--- src/rtl/acc_pkg.sv ---
package acc_pkg;

   localparam int OPC_W   = 4;
   localparam int FLD_W   = 12;
   localparam int INSTR_W = OPC_W + FLD_W;

   localparam logic [OPC_W-1:0] OPC_HALT  = 4'd0;
   localparam logic [OPC_W-1:0] OPC_LOAD  = 4'd1;
   localparam logic [OPC_W-1:0] OPC_STORE = 4'd2;
   localparam logic [OPC_W-1:0] OPC_ADD   = 4'd3;
   localparam logic [OPC_W-1:0] OPC_SUB   = 4'd4;
   localparam logic [OPC_W-1:0] OPC_MUL   = 4'd5;

   typedef enum logic [1:0] {PH_FETCH, PH_EXEC, PH_WB} phase_t;
   typedef enum logic [1:0] {FN_PASS, FN_ADD, FN_SUB, FN_MUL} alu_fn_t;

   function automatic logic opc_stops(input logic [OPC_W-1:0] o);
      return (o == OPC_HALT) || (o > OPC_MUL);
   endfunction

endpackage

--- src/rtl/acc_ram.sv ---
module acc_ram #(
   parameter int WIDTH  = 32,
   parameter int DEPTH  = 64,
   parameter int ADDR_W = 12
) (
   input  logic              clk,
   input  logic              we,
   input  logic [ADDR_W-1:0] waddr,
   input  logic [WIDTH-1:0]  wdata,
   input  logic [ADDR_W-1:0] raddr,
   output logic [WIDTH-1:0]  rdata
);
   localparam int IDX_W = (DEPTH > 1) ? $clog2(DEPTH) : 1;

   generate
      if ((1 << IDX_W) != DEPTH) begin : g_depth_chk
         $error("acc_ram: DEPTH must be a power of two");
      end
      if (IDX_W > ADDR_W) begin : g_addr_chk
         $error("acc_ram: DEPTH exceeds the address range");
      end
      if (WIDTH < 1) begin : g_width_chk
         $error("acc_ram: WIDTH must be positive");
      end
   endgenerate

   logic [WIDTH-1:0] cells [DEPTH];
   logic [IDX_W-1:0] widx, ridx;
   logic             unused_hi;

   assign widx      = waddr[IDX_W-1:0];
   assign ridx      = raddr[IDX_W-1:0];
   assign unused_hi = ^{waddr, raddr};

   always_ff @(posedge clk) begin
      if (we) cells[widx] <= wdata;
      rdata <= cells[ridx];
   end

endmodule

--- src/rtl/acc_alu.sv ---
module acc_alu
   import acc_pkg::*;
#(
   parameter int DATA_W    = 32,
   parameter int MUL_STYLE = 0
) (
   input  alu_fn_t           fn,
   input  logic [DATA_W-1:0] acc_in,
   input  logic [DATA_W-1:0] mem_in,
   output logic [DATA_W-1:0] res
);
   logic [DATA_W-1:0] prod;

   generate
      if (MUL_STYLE == 0) begin : g_mul_native
         assign prod = acc_in * mem_in;
      end else if (MUL_STYLE == 1) begin : g_mul_shift
         always_comb begin
            prod = '0;
            for (int i = 0; i < DATA_W; i++) begin
               if (mem_in[i]) prod = prod + (acc_in << i);
            end
         end
      end else begin : g_mul_bad
         $error("acc_alu: MUL_STYLE must be 0 or 1");
         assign prod = '0;
      end
   endgenerate

   always_comb begin
      unique case (fn)
         FN_ADD:  res = acc_in + mem_in;
         FN_SUB:  res = acc_in - mem_in;
         FN_MUL:  res = prod;
         default: res = mem_in;
      endcase
   end

endmodule

--- src/rtl/acc_ctrl.sv ---
module acc_ctrl
   import acc_pkg::*;
#(
   parameter int PC_W = 6
) (
   input  logic               clk,
   input  logic               rst_n,
   input  logic [INSTR_W-1:0] ir,
   output logic [PC_W-1:0]    pc_o,
   output logic               halted_o,
   output logic [FLD_W-1:0]   opnd_o,
   output logic               st_we_o,
   output logic               acc_we_o,
   output alu_fn_t            fn_o
);
   phase_t           ph_q;
   logic [PC_W-1:0]  pc_q;
   logic             halt_q;
   logic [OPC_W-1:0] opc;
   logic             stop;

   assign opc      = ir[INSTR_W-1 -: OPC_W];
   assign opnd_o   = ir[FLD_W-1:0];
   assign stop     = opc_stops(opc);
   assign pc_o     = pc_q;
   assign halted_o = halt_q;

   always_ff @(posedge clk or negedge rst_n) begin
      if (!rst_n) begin
         ph_q   <= PH_FETCH;
         pc_q   <= '0;
         halt_q <= 1'b0;
      end else if (!halt_q) begin
         unique case (ph_q)
            PH_FETCH: ph_q <= PH_EXEC;
            PH_EXEC: begin
               if (stop) halt_q <= 1'b1;
               else      ph_q   <= PH_WB;
            end
            PH_WB: begin
               pc_q <= pc_q + PC_W'(1);
               ph_q <= PH_FETCH;
            end
            default: ph_q <= PH_FETCH;
         endcase
      end
   end

   always_comb begin
      st_we_o  = (ph_q == PH_EXEC) && (opc == OPC_STORE);
      acc_we_o = 1'b0;
      fn_o     = FN_PASS;
      if (ph_q == PH_WB) begin
         unique case (opc)
            OPC_LOAD: begin acc_we_o = 1'b1; fn_o = FN_PASS; end
            OPC_ADD:  begin acc_we_o = 1'b1; fn_o = FN_ADD;  end
            OPC_SUB:  begin acc_we_o = 1'b1; fn_o = FN_SUB;  end
            OPC_MUL:  begin acc_we_o = 1'b1; fn_o = FN_MUL;  end
            default:  ;
         endcase
      end
   end

   AST_HALT_STICKY: assert property (@(posedge clk) disable iff (!rst_n) halt_q |=> halt_q);
   AST_HALT_PC_FROZEN: assert property (@(posedge clk) disable iff (!rst_n) halt_q |=> $stable(pc_q));
   AST_PC_STEP: assert property (@(posedge clk) disable iff (!rst_n) (ph_q == PH_WB) |=> (pc_q == PC_W'($past(pc_q) + PC_W'(1))));
   AST_WB_AFTER_EXEC: assert property (@(posedge clk) disable iff (!rst_n) (ph_q == PH_WB) |-> ($past(ph_q) == PH_EXEC));

endmodule

--- src/rtl/acc_core.sv ---
module acc_core
   import acc_pkg::*;
#(
   parameter int DATA_W     = 32,
   parameter int IMEM_DEPTH = 64,
   parameter int DMEM_DEPTH = 64,
   parameter int MUL_STYLE  = 0
) (
   input  logic              clk,
   input  logic              rst_n,
   input  logic              pl_we,
   input  logic              pl_tgt,
   input  logic [11:0]       pl_addr,
   input  logic [DATA_W-1:0] pl_data,
   output logic              halted,
   output logic [11:0]       pc,
   output logic [DATA_W-1:0] acc_o,
   output logic              st_we,
   output logic [11:0]       st_addr,
   output logic [DATA_W-1:0] st_data
);
   localparam int PC_W = (IMEM_DEPTH > 1) ? $clog2(IMEM_DEPTH) : 1;

   generate
      if (DATA_W < INSTR_W) begin : g_w_chk
         $error("acc_core: DATA_W must cover an instruction word");
      end
      if (PC_W > FLD_W) begin : g_pc_chk
         $error("acc_core: IMEM_DEPTH exceeds the program counter range");
      end
   endgenerate

   logic [INSTR_W-1:0] ir_q;
   logic [DATA_W-1:0]  mem_q;
   logic [DATA_W-1:0]  acc_q;
   logic [DATA_W-1:0]  alu_res;
   logic [PC_W-1:0]    pc_q;
   logic [FLD_W-1:0]   opnd;
   logic               core_st;
   logic               acc_we;
   alu_fn_t            fn;

   logic               im_we;
   logic               dm_we;
   logic [FLD_W-1:0]   dm_waddr;
   logic [DATA_W-1:0]  dm_wdata;

   acc_ctrl #(.PC_W(PC_W)) u_ctrl (
      .clk      (clk),
      .rst_n    (rst_n),
      .ir       (ir_q),
      .pc_o     (pc_q),
      .halted_o (halted),
      .opnd_o   (opnd),
      .st_we_o  (core_st),
      .acc_we_o (acc_we),
      .fn_o     (fn)
   );

   assign im_we = pl_we && !pl_tgt;

   acc_ram #(.WIDTH(INSTR_W), .DEPTH(IMEM_DEPTH), .ADDR_W(FLD_W)) u_imem (
      .clk   (clk),
      .we    (im_we),
      .waddr (pl_addr),
      .wdata (pl_data[INSTR_W-1:0]),
      .raddr (FLD_W'(pc_q)),
      .rdata (ir_q)
   );

   // a core store owns the single data write port; preload yields
   always_comb begin
      if (core_st) begin
         dm_we    = 1'b1;
         dm_waddr = opnd;
         dm_wdata = acc_q;
      end else begin
         dm_we    = pl_we && pl_tgt;
         dm_waddr = pl_addr;
         dm_wdata = pl_data;
      end
   end

   acc_ram #(.WIDTH(DATA_W), .DEPTH(DMEM_DEPTH), .ADDR_W(FLD_W)) u_dmem (
      .clk   (clk),
      .we    (dm_we),
      .waddr (dm_waddr),
      .wdata (dm_wdata),
      .raddr (opnd),
      .rdata (mem_q)
   );

   acc_alu #(.DATA_W(DATA_W), .MUL_STYLE(MUL_STYLE)) u_alu (
      .fn     (fn),
      .acc_in (acc_q),
      .mem_in (mem_q),
      .res    (alu_res)
   );

   always_ff @(posedge clk or negedge rst_n) begin
      if (!rst_n)      acc_q <= '0;
      else if (acc_we) acc_q <= alu_res;
   end

   assign pc      = FLD_W'(pc_q);
   assign acc_o   = acc_q;
   assign st_we   = core_st;
   assign st_addr = opnd;
   assign st_data = acc_q;

   AST_HALT_NO_STORE: assert property (@(posedge clk) disable iff (!rst_n) halted |-> !core_st);
   AST_STORE_KEEPS_ACC: assert property (@(posedge clk) disable iff (!rst_n) core_st |=> $stable(acc_q));
   AST_ACC_WRITE_ONLY_WB: assert property (@(posedge clk) disable iff (!rst_n) (acc_q != $past(acc_q)) |-> $past(acc_we));

endmodule

--- config.mk ---
export PLATFORM = sky130hd
export DESIGN_NAME = acc_core
export DESIGN_NICKNAME = d
export VERILOG_FILES = /design/src/rtl/acc_pkg.sv /design/src/rtl/acc_ram.sv /design/src/rtl/acc_alu.sv /design/src/rtl/acc_ctrl.sv /design/src/rtl/acc_core.sv
export SDC_FILE = /design/constraint.sdc
export NUM_CORES = 2
export LEC_CHECK = 0
export BUFFER_PORTS_ARGS = -buffer_cell sky130_fd_sc_hd__buf_2
export CAP_MARGIN = 5
export CORE_ASPECT_RATIO = 1.4
export CORE_MARGIN = 4
export CORE_UTILIZATION = 60
export DETAILED_ROUTE_END_ITERATION = 10
export GPL_TIMING_DRIVEN = 0
export PLACE_DENSITY = 0.81
export SYNTH_ARGS = -nofsm -noshare
export SYNTH_HDL_FRONTEND = slang
export SYNTH_SLANG_ARGS = --single-unit
--- constraint.sdc ---
create_clock -name clk -period 12.15 [get_ports clk]
set_clock_uncertainty 0.1 [all_clocks]
set_input_delay 1.215 -clock clk [delete_from_list [all_inputs] [get_ports clk]]
set_output_delay 1.215 -clock clk [all_outputs]
set_load 0.01 [all_outputs]
==> metrics.txt <==
kind of end point of the critical path=flip-flop; maximum net fanout on the critical path=10; area delta synth->final=12.78%; first-pass GRT wire length=approximately 650000 um; port bufs=121; Final period util=about four fifths; Die Wd=between 400 and 500 um; worst flop-to-flop path endpoint=acc_o[28]$_DFFE_PN0P_; mux cell area share after synthesis=~16%; Crit path arrival time=10580 ps; Syn Area/Cell=a little under 20 um^2; vias in the first global route=between 80000 and 90000; Crit Reg-Reg Startpoint=acc_o[15]$_DFFE_PN0P_; share of layout cells above drive strength 1=between 20% and 30%; clock buffer depth=4; CTS Buf Count=roughly 290; hold slack=358.6 ps; via count=80860; Top FF cell, synth=edfxtp_1; Area contributors post-synth=edfxtp_1 66%, mux4_2 16%, fa_1 5.9%, ha_1 1.4%, and2_1 1.4%; worst vdd ir=863.7 uV; fmax=0.1012 GHz; CTS sink cnt=between 3000 and 4000; initial antenna violation count=86; Setup-failing EPs final=0; Required @ worst endpoint=~13000 ps; Detailed Routing Iterations Pass 1=7; Total Wirelength=about 480000 um; pre-CTS setup slack=2447 ps; status=finished with violations; Initial Utilization=60.44%; Yosys cell types=75; Reg2Reg Setup Slack=2270 ps; Final Hold Vio Count=0; total power=around 38000 uW; DIE HEIGHT=about 580 um; slew margin rel.=0.2466%; post-synthesis xor/xnor area fraction=less than 1%; Post-Syn Area=139000 um^2; Worst Setup SP=acc_o[15]$_DFFE_PN0P_; Nets=a little over 8000; clock transition at the registers of the reported paths=roughly 80 ps; I/O pin cnt=138; top cell type's share of synthesized area=approximately two thirds; failing checks=capacitance limit; Lkg Pwr=about 0.052 uW; slew of the pin with the lowest slew margin=~1500 ps; grt total ovfl=0; Antenna Violating Nets Remaining=0; crit path time final=~9900 ps; TritonCTS clock tree=yes; Hold Path Class=in2async; clk_lat worst skew=940 ps; largest family of logic cells by synthesized area=multiplexers; die area=between 200000 and 250000 um^2; DRT iter0 DRCs=approximately 13000; Root Buffer=clkbuf_16; GR Util All Layers=between 30% and 40%; Syn. warnings=0; GP Congestion=roughly 1.0; Cell Pwr Density=241.7 nW/um^2; core area=between 200000 and 250000 um^2; Max H-tree Level=5; Routed WL per cell=~43 um; Seq cells post-synth=between 3000 and 4000; post-synthesis compound-gate area fraction=about 1.4%; drt drc=0; largest net degree at the start of global routing=66; CP Class=reg2reg; Startpoint Class=flip-flop; Synth async-reset ratio=around 1.3%; post-CTS sizing=0; setup ws final=between 2000 and 2500 ps; Max Cap Violations=1; Yosys top cell by area=edfxtp_1; Adder-Cell Fraction of Synth Area=7.329%; CTS Hold Bufs=0; simple-gate share of the synthesized area=under 10%; DP HPWL=roughly 290000 um; unrepaired setup endpoints after global routing=no; Post-Synthesis Cells=just over 7000; Post-synth EDFFs=3072; Setup Buffers After CTS=0; Seq/Total Area, Yosys=67.78%; fin. max-slew vios=0; Total Neg Setup Slack=0 ps; DR vias/cell=between 7 and 8; R2R depth=22; row cnt=roughly 210
metal layers:
metal | vias to the layer above | wire, um | GRT usage [%]
li1 | 28870 | - | -
met1 | 40930 | 135200 | 43.80
met2 | 8390 | 226200 | 63.07
met3 | 2618 | 58120 | 12.02
met4 | 50 | 55980 | 33.88
met5 | - | 517 | 0.3153
final cells by class:
cell class / count / area, um^2
buffer: 447 / 1959
antenna: 65 / 162.7
multi-input combinational: 3082 / 42080
timing repair buffer: 266 / 3601
sequential: 3161 / 94240
clock buffer: 351 / 7644
inverter: 407 / 1528
fill: 13510 / 73250
tap: 3045 / 3810
clock inverter: 164 / 1793
worst max-delay path: stages (launching register included):
cell	delay, ps
dfrtp_1	470
clkbuf_1	870
clkbuf_1	1070
nand2_1	200
fa_1	560
fa_1	570
fa_1	610
fa_1	450
fa_1	550
inv_1	50
fa_1	450
fa_1	520
fa_1	490
ha_1	450
nand4_1	190
nor3b_2	460
nand2_1	100
a211o_1	310
a41oi_1	500
o22ai_1	200
xnor2_1	270
a22oi_1	110
o221ai_1	200
worst max-delay path by stage:
stage                             to  slack [ps]  cells after the start
2_1_floorplan  acc_o[29]$_DFFE_PN0P_        4880                     24
3_3_place_gp   acc_o[28]$_DFFE_PN0P_        2530                     23
3_5_place_dp   acc_o[28]$_DFFE_PN0P_        2450                     23
4_1_cts        acc_o[28]$_DFFE_PN0P_        2450                     23
5_1_grt        acc_o[28]$_DFFE_PN0P_        2110                     22
6_report       acc_o[28]$_DFFE_PN0P_        2270                     22
power by group:
part	internal, uW	switching (uW)
Combinational	6580	9660
Clock	5230	4290
Sequential	12000	138
Total	23800	14100
logic make-up after synthesis:
logic type | count (synthesis)
flops | 3161
simple gates | 1060
mux | 1022
buf+inv | 854
fa+ha+maj | 569
compound gates | 291
xor+xnor | 134
other cells | 1
Yosys cell counts (16+ instances only):
library cell     n
dfrtp_1         41
fa_1           409
nand3_1         26
mux4_2        1008
nor3_1          30
nor2b_1         26
inv_1          406
edfxtp_1      3072
and2_1         306
or2_2           16
a21oi_1         75
ha_1           160
a21o_1          24
clkbuf_1       282
dfxtp_1         48
xnor2_1         99
nor2_1         197
o21ai_0         60
buf_2           72
a31oi_1         17
nand2_1        386
buf_1           42
o31ai_1         16
buf_4           50
xor2_1          33
stage by stage:
step | cells | utilization, % | cell area [um^2]
2_1_floorplan | 7097 | - | 139100
3_3_place_gp | 10260 | 62.36 | 143500
3_5_place_dp | 10400 | 63.91 | 147000
4_1_cts | 10920 | 68.01 | 156500
5_1_grt | 10940 | 68.11 | 156700
6_report | 10990 | 68.16 | 156800
flip-flops by register name (all words and copies together) (netlist names):
name,cells
u_dmem.cells,2048
u_imem.cells,1024
acc_o,32
u_dmem.rdata,32
u_imem.rdata,16
u_ctrl.pc_o,6
u_ctrl.ph_q,2
u_ctrl.halted_o,1
layout by cell type (no fill, tap or decap), types with 65 or more instances in the layout:
cell type,instances
edfxtp_1,3072
mux4_2,1008
fa_1,409
inv_1,406
nand2_1,357
clkbuf_1,332
and2_1,306
clkbuf_16,296
buf_2,181
ha_1,160
xnor2_1,99
nor2_1,77
a21oi_1,75
buf_4,66
diode_2,65
Power figures use the tool's default switching activity.
